[src/rtl/rcp_pkg.sv]
package rcp_pkg;

    // Per-bank hybrid policy confidence, ordered so that >= HYB_WEAK_OPEN means open policy.
    typedef enum logic [1:0] {
        HYB_STRONG_CLOSE = 2'd0,
        HYB_WEAK_CLOSE   = 2'd1,
        HYB_WEAK_OPEN    = 2'd2,
        HYB_STRONG_OPEN  = 2'd3
    } hyb_t;

    function automatic hyb_t hyb_up(input hyb_t h);
        return (h == HYB_STRONG_OPEN) ? h : hyb_t'(h + 2'd1);
    endfunction

    function automatic hyb_t hyb_down(input hyb_t h);
        return (h == HYB_STRONG_CLOSE) ? h : hyb_t'(h - 2'd1);
    endfunction

endpackage

[src/rtl/rcp_hist_table.sv]
module rcp_hist_table #(
    parameter int DEPTH = 64,
    parameter int TAG_W = 6,
    parameter int CNT_W = 4,
    localparam int IDX_W = $clog2(DEPTH)
) (
    input  logic             clk,
    input  logic             rst_n,
    input  logic [IDX_W-1:0] rd_idx,
    input  logic [TAG_W-1:0] rd_tag,
    output logic             rd_hit,
    output logic [CNT_W-1:0] rd_cnt,
    input  logic             wr_en,
    input  logic [IDX_W-1:0] wr_idx,
    input  logic [TAG_W-1:0] wr_tag,
    input  logic [CNT_W-1:0] wr_cnt
);

    typedef struct packed {
        logic             vld;
        logic [TAG_W-1:0] tag;
        logic [CNT_W-1:0] cnt;
    } entry_t;

    entry_t tbl_d [DEPTH];
    entry_t tbl_q [DEPTH];

    always_comb begin
        tbl_d = tbl_q;
        if (wr_en) begin
            tbl_d[wr_idx] = '{vld: 1'b1, tag: wr_tag, cnt: wr_cnt};
        end
    end

    always_ff @(posedge clk) begin
        if (!rst_n) begin
            for (int i = 0; i < DEPTH; i++) tbl_q[i] <= '0;
        end else begin
            tbl_q <= tbl_d;
        end
    end

    // Lookup reads registered contents; a write in the same cycle is seen next cycle.
    assign rd_hit = tbl_q[rd_idx].vld && (tbl_q[rd_idx].tag == rd_tag);
    assign rd_cnt = tbl_q[rd_idx].cnt;

endmodule

[src/rtl/rcp_bank_tracker.sv]
module rcp_bank_tracker
    import rcp_pkg::*;
#(
    parameter int ROW_W = 12,
    parameter int CNT_W = 4
) (
    input  logic             clk,
    input  logic             rst_n,
    input  logic             act_i,
    input  logic [ROW_W-1:0] act_row_i,
    input  logic             lk_hit_i,
    input  logic [CNT_W-1:0] lk_cnt_i,
    input  logic             col_i,
    input  logic             pre_i,
    input  logic             pre_conflict_i,
    input  logic             pend_i,
    output logic             close_req_o,
    output logic             open_o,
    output logic [ROW_W-1:0] row_o,
    output logic [CNT_W-1:0] live_o
);

    localparam logic [CNT_W-1:0] CNT_MAX = '1;
    localparam logic [CNT_W-1:0] CNT_ONE = CNT_W'(1);

    typedef struct packed {
        logic             open;
        logic [ROW_W-1:0] row;
        logic [CNT_W-1:0] live;
        logic             pred_vld;
        logic [CNT_W-1:0] pred_cnt;
        logic             armed;
        hyb_t             hyb;
        logic             req;
    } trk_t;

    trk_t st_d, st_q;

    logic [CNT_W-1:0] live_inc;
    logic [CNT_W-1:0] target;
    logic             reach;

    always_comb begin
        live_inc = (st_q.live == CNT_MAX) ? st_q.live : st_q.live + CNT_ONE;
        target   = (st_q.pred_cnt == '0) ? CNT_ONE : st_q.pred_cnt;
        reach    = st_q.pred_vld ? (live_inc >= target)
                                 : (st_q.hyb < HYB_WEAK_OPEN);

        st_d     = st_q;
        st_d.req = 1'b0;

        if (act_i) begin
            st_d.open     = 1'b1;
            st_d.row      = act_row_i;
            st_d.live     = '0;
            st_d.pred_vld = lk_hit_i;
            st_d.pred_cnt = lk_cnt_i;
            st_d.armed    = 1'b1;
        end else if (pre_i && st_q.open) begin
            st_d.open  = 1'b0;
            st_d.armed = 1'b0;
            if (pre_conflict_i) st_d.hyb = hyb_down(st_q.hyb);
        end else if (col_i && st_q.open) begin
            st_d.live = live_inc;
            if (st_q.live != '0) st_d.hyb = hyb_up(st_q.hyb);
            if (st_q.armed && reach && !pend_i) begin
                st_d.req   = 1'b1;
                st_d.armed = 1'b0;
            end
        end
    end

    always_ff @(posedge clk) begin
        if (!rst_n) begin
            st_q     <= '0;
            st_q.hyb <= HYB_WEAK_OPEN;
        end else begin
            st_q <= st_d;
        end
    end

    assign close_req_o = st_q.req;
    assign open_o      = st_q.open;
    assign row_o       = st_q.row;
    assign live_o      = st_q.live;

endmodule

[src/rtl/row_close_predictor.sv]
module row_close_predictor #(
    parameter int NUM_BANKS  = 4,
    parameter int ROW_W      = 12,
    parameter int HIST_DEPTH = 64,
    parameter int TAG_W      = 6,
    parameter int CNT_W      = 4,
    localparam int BANK_W    = $clog2(NUM_BANKS),
    localparam int IDX_W     = $clog2(HIST_DEPTH)
) (
    input  logic                 clk,
    input  logic                 rst_n,
    input  logic                 act_valid,
    input  logic [BANK_W-1:0]    act_bank,
    input  logic [ROW_W-1:0]     act_row,
    input  logic                 col_valid,
    input  logic [BANK_W-1:0]    col_bank,
    input  logic                 pre_valid,
    input  logic [BANK_W-1:0]    pre_bank,
    input  logic                 pre_conflict,
    input  logic [NUM_BANKS-1:0] pend_same_row,
    output logic [NUM_BANKS-1:0] close_req
);

    function automatic logic [IDX_W-1:0] hash_idx(input logic [BANK_W-1:0] b,
                                                  input logic [ROW_W-1:0]  r);
        return r[IDX_W-1:0] ^ {b, {(IDX_W-BANK_W){1'b0}}};
    endfunction

    function automatic logic [TAG_W-1:0] row_tag(input logic [ROW_W-1:0] r);
        return r[IDX_W +: TAG_W];
    endfunction

    logic             lk_hit;
    logic [CNT_W-1:0] lk_cnt;
    logic             wb_en;
    logic [IDX_W-1:0] wb_idx;
    logic [TAG_W-1:0] wb_tag;
    logic [CNT_W-1:0] wb_cnt;

    logic             trk_open [NUM_BANKS];
    logic [ROW_W-1:0] trk_row  [NUM_BANKS];
    logic [CNT_W-1:0] trk_live [NUM_BANKS];

    always_comb begin
        wb_en  = pre_valid && trk_open[pre_bank];
        wb_idx = hash_idx(pre_bank, trk_row[pre_bank]);
        wb_tag = row_tag(trk_row[pre_bank]);
        wb_cnt = trk_live[pre_bank];
    end

    rcp_hist_table #(
        .DEPTH (HIST_DEPTH),
        .TAG_W (TAG_W),
        .CNT_W (CNT_W)
    ) i_table (
        .clk    (clk),
        .rst_n  (rst_n),
        .rd_idx (hash_idx(act_bank, act_row)),
        .rd_tag (row_tag(act_row)),
        .rd_hit (lk_hit),
        .rd_cnt (lk_cnt),
        .wr_en  (wb_en),
        .wr_idx (wb_idx),
        .wr_tag (wb_tag),
        .wr_cnt (wb_cnt)
    );

    for (genvar g = 0; g < NUM_BANKS; g++) begin : g_bank
        rcp_bank_tracker #(
            .ROW_W (ROW_W),
            .CNT_W (CNT_W)
        ) i_trk (
            .clk            (clk),
            .rst_n          (rst_n),
            .act_i          (act_valid && (act_bank == BANK_W'(g))),
            .act_row_i      (act_row),
            .lk_hit_i       (lk_hit),
            .lk_cnt_i       (lk_cnt),
            .col_i          (col_valid && (col_bank == BANK_W'(g))),
            .pre_i          (pre_valid && (pre_bank == BANK_W'(g))),
            .pre_conflict_i (pre_conflict),
            .pend_i         (pend_same_row[g]),
            .close_req_o    (close_req[g]),
            .open_o         (trk_open[g]),
            .row_o          (trk_row[g]),
            .live_o         (trk_live[g])
        );
    end

endmodule

[config.mk]
export PLATFORM = sky130hd
export DESIGN_NAME = row_close_predictor
export DESIGN_NICKNAME = d
export VERILOG_FILES = /design/src/rtl/rcp_pkg.sv /design/src/rtl/rcp_hist_table.sv /design/src/rtl/rcp_bank_tracker.sv /design/src/rtl/row_close_predictor.sv
export SDC_FILE = /design/constraint.sdc
export NUM_CORES = 2
export LEC_CHECK = 0
export BUFFER_PORTS_ARGS = -buffer_cell sky130_fd_sc_hd__buf_4
export CAP_MARGIN = 15
export CORE_MARGIN = 5
export CORE_UTILIZATION = 40
export CTS_CLUSTER_DIAMETER = 30
export DETAILED_ROUTE_END_ITERATION = 6
export GPL_TIMING_DRIVEN = 0
export MAX_ROUTING_LAYER = met4
export PLACE_DENSITY_LB_ADDON = 0.05
export SLEW_MARGIN = 15
export SYNTH_ARGS = -nofsm -noshare
export SYNTH_HDL_FRONTEND = slang
export SYNTH_SLANG_ARGS = --single-unit
[constraint.sdc]
create_clock -name clk -period 4.35 [get_ports clk]
set_input_delay 0.6525 -clock clk [delete_from_list [all_inputs] [get_ports clk]]
set_output_delay 0.6525 -clock clk [all_outputs]
set_load 0.005 [all_outputs]
==> metrics.md <==
| Metric | Value |
|---|---|
| Status | `finished with violations` |
| Failing checks | `negative setup slack` |
| First-pass GRT wire length | `225000 µm` |
| CTS Buffer Depth | `3` |
| Clock Skews | `0.0287 ns` |
| GR Util All Layers | `0.319` |
| Static Leakage | `15.6 nW` |
| P&R area growth vs syn | `25.3%` |
| Slew Limit Fails | `0` |
| DRC Markers | `0` |
| Int Power | `19.4 mW` |
| TNS Setup | `-0.382 ns` |
| Placer congestion estimate | `0.998` |
| Fin Hold WS | `0.207 ns` |
| CP arrival | `5.16 ns` |
| Resized Gates After CTS | `13` |
| Synth Warn # | `0` |
| Synth area leader | `dfxtp_1` |
| Num rows | `112` |
| Clock Pin Slew Worst Setup and Hold Paths | `0.05 ns` |
| Dominant cells by area after synthesis | `dfxtp_1 (43%), mux4_2 (13%), a21boi_0 (12%)` |
| Die width | `316 µm` |
| Family with the most delay on the worst path | `buffers and inverters` |
| CP dominant cell by count | `buf_2` |
| Relative slew slack | `0.129` |
| Core Box Area | `93000 µm²` |
| Dpl cells | `5303` |
| #FFs+latches synth | `808` |
| Initial antenna violation count | `8` |
| Ys async rst share | `0` |
| Sw Share | `0.226` |
| Power Total | `25.1 mW` |
| Crit-path max FO | `10` |
| # setup viols final | `4` |
| Grt ovf | `0` |
| Synth unique cells | `59` |
| Flop pwr share | `0.298` |
| Largest net degree at the start of global routing | `17` |
| Max VDD drop | `0.328 mV` |
| Final antenna-violating net count | `0` |
| Clk pwr share | `0.662` |
| H-tree depth | `4` |
| Hold Buf Count CTS | `0` |
| Routed via count | `32.0k` |
| Hold Path Depth | `4` |
| FF-to-FF End | `i_table.tbl_q[435]$_SDFFE_PN0P_` |
| Vias in the first global route | `30.5k` |
| Vias per cell | `5.62` |
| Measured slew at the worst slew-check pin | `1.31 ns` |
| Post-Syn Area per Cell | `9.29 µm²` |
| FF-to-FF setup slack | `0.90 ns` |
| Nets | `4321` |
| Commonest non-fill, non-tap cells in the layout | `nand2_1 (1106), dfxtp_1 (808), a21boi_0 (579), clkbuf_1 (288), clkbuf_16 (212)` |
| Final WL | `157000 µm` |
| Worst hold path type | `in -> reg` |
| DP HPWL | `110000 µm` |
| Critical Path Start Type | `input pin` |
| Final count of hold timing violations | `0` |
| Largest stage delay on the critical path | `0.68 ns` |
| Root Buffer | `clkbuf_16` |
| DR iter-0 viols | `3659` |
| Die H | `316 µm` |
| Worst setup margin | `-0.100 ns` |
| WS Path Type | `in -> reg` |
| Initial Util | `0.402` |
| Seq/Total Area, Yosys | `0.432` |
| Final non-filler cell total | `5691` |
| F_max | `225 MHz` |
| Die area | `99800 µm²` |
| CTS tree | `built` |
| Gate Count Post-Synth | `4029` |
| Ys flop type | `dfxtp_1` |
| Hold Startpoint | `pend_same_row[2]` |
| Buf/Inv on CP | `5` |
| Total CTS buffers | `211` |
| Syn Nets | `4089` |
| Pre-CTS WS | `-1.70 ns` |
| Final Cycle Share | `1.02` |
| Worst path cell trace | `buf_4, buf_2, buf_2, clkbuf_1, clkbuf_2, mux2i_1, xor2_1, o21ai_0, nand4b_1, a2111o_1, o21ai_1` |
| Crit path required time | `5.06 ns` |
| Mapped cell area | `37400 µm²` |
| Number of fill cells | `8736` |
| DRT Pass-1 Iters | `7` |
| Clock Sinks | `808` |
| Wire length per cell | `27.6 µm` |
| Reg2reg start | `g_bank[3].i_trk.row_o[5]$_SDFFE_PN0P_` |
| Worst hold endpoint | `g_bank[2].i_trk.close_req_o$_SDFF_PP0_` |
| Top cell type's share of synthesized area | `0.432` |
| Ratio of cells with drive above 1 in the final layout | `0.150` |
| Critical Path End Type | `flop` |
| Combinational power share | `0.040` |
| # Post-CTS Setup Buffers | `0` |
| I/O pins | `32` |
| Most common cell after layout, fill and taps aside | `nand2_1` |
| Fin crit period | `4.45 ns` |
| Port Buffers | `20` |
| Clk_lat worst skew | `0.79 ns` |
| Sw power | `5.68 mW` |
| Post-synth EDFFs | `0` |
| Unrepaired setup endpoints after global routing | `no` |
| Max-cap viol count | `0` |
| PD cells | `535 nW/µm²` |
| R2R depth | `7` |
| CP max stage cell | `a2111o_1` |
-- state kept, by name (all words and copies together), names as in the netlist --
register,cells
g_bank.i_trk.row_o,48
i_table.tbl_q,704
g_bank.i_trk.close_req_o,4
g_bank.i_trk.open_o,4
g_bank.i_trk.live_o,16
g_bank.i_trk.st_q,32
-- power groups by stage --
stage	Sequential [mW]	Combinational, mW	Clock, mW
2_1_floorplan	7.59	0.550	0
3_3_place_gp	7.60	0.994	0
3_5_place_dp	7.60	0.993	0
4_1_cts	7.47	0.998	16.7
5_1_grt	7.46	1.04	17.2
6_report	7.47	1.01	16.6
-- cell usage after synthesis, drive strengths merged (8+ instances only) --
library cell	count
and2	10
nor2b	141
nor2	133
ha	32
dfxtp	808
nand2	1106
o21a	64
mux4	211
xnor2	17
nand3	28
o21ai	171
mux2i	182
a21oi	13
a21boi	579
nor3	10
a21o	8
o211ai	8
clkbuf	273
buf	81
inv	44
-- area by class of cell --
| type | count | area [µm²] | share of cell area |
|---|---|---|---|
| Timing Repair Buffer | 21 | 165 | 0.00352 |
| Inverter | 44 | 165 | 0.00352 |
| Multi-Input combinational cell | 2823 | 19700 | 0.419 |
| Tap cell | 1254 | 1570 | 0.0334 |
| Clock inverter | 91 | 1540 | 0.0328 |
| Buffer | 352 | 1490 | 0.0317 |
| Sequential cell | 808 | 16200 | 0.345 |
| Clock buffer | 291 | 6140 | 0.131 |
| Antenna cell | 7 | 17.5 | 0.000373 |
-- tightest hold or removal path, cell delays in order --
cell and delay [ns]:
buf_4 0.08, inv_1 0.03, o2111ai_1 0.11, nor4_1 0.06
-- through the flow --
stage | cell area, µm² | util
5_1_grt | 46900 | 0.504
6_report | 46900 | 0.504
3_3_place_gp | 39100 | 0.421
2_1_floorplan | 37400 | -
3_5_place_dp | 39200 | 0.421
4_1_cts | 46900 | 0.504
-- layer usage --
metal | share of wire | up-vias | track usage
li1 | - | 14400 | -
met1 | 0.44 | 15900 | 0.427
met2 | 0.45 | 1357 | 0.484
met3 | 0.077 | 313 | 0.0620
met4 | 0.040 | 0 | 0.120
met5 | 0 | - | -
-- worst max path at each step --
stage,startpoint,endpoint,slack (ns),cells after the start
2_1_floorplan,act_row[0],g_bank[2].i_trk.st_q[4]$_SDFFE_PN0P_,0.90,9
3_3_place_gp,act_row[1],g_bank[0].i_trk.st_q[8]$_SDFFE_PN0P_,-1.75,12
3_5_place_dp,act_row[1],g_bank[3].i_trk.st_q[8]$_SDFFE_PN0P_,-1.70,12
4_1_cts,act_row[0],g_bank[2].i_trk.st_q[8]$_SDFFE_PN0P_,0.03,12
5_1_grt,act_row[2],g_bank[3].i_trk.st_q[8]$_SDFFE_PN0P_,0.03,11
6_report,act_row[2],g_bank[2].i_trk.st_q[8]$_SDFFE_PN0P_,-0.10,11
-- cells by family (layout without fill, tap and decap cells) --
family                   count (synthesis)  after routing  synth area share
AND/OR/NAND/NOR                       1476           1476             0.164
AO/OA/AOI/OAI                          892            892             0.167
flip-flops                             808            808             0.432
multiplexers                           399            399             0.177
buffers and inverters                  398            799            0.0429
adder cells (fa/ha/maj)                 32             32            0.0107
XOR/XNOR                                24             24           0.00562
other                                    0              7                 0
(Power assumes the default switching activity.)
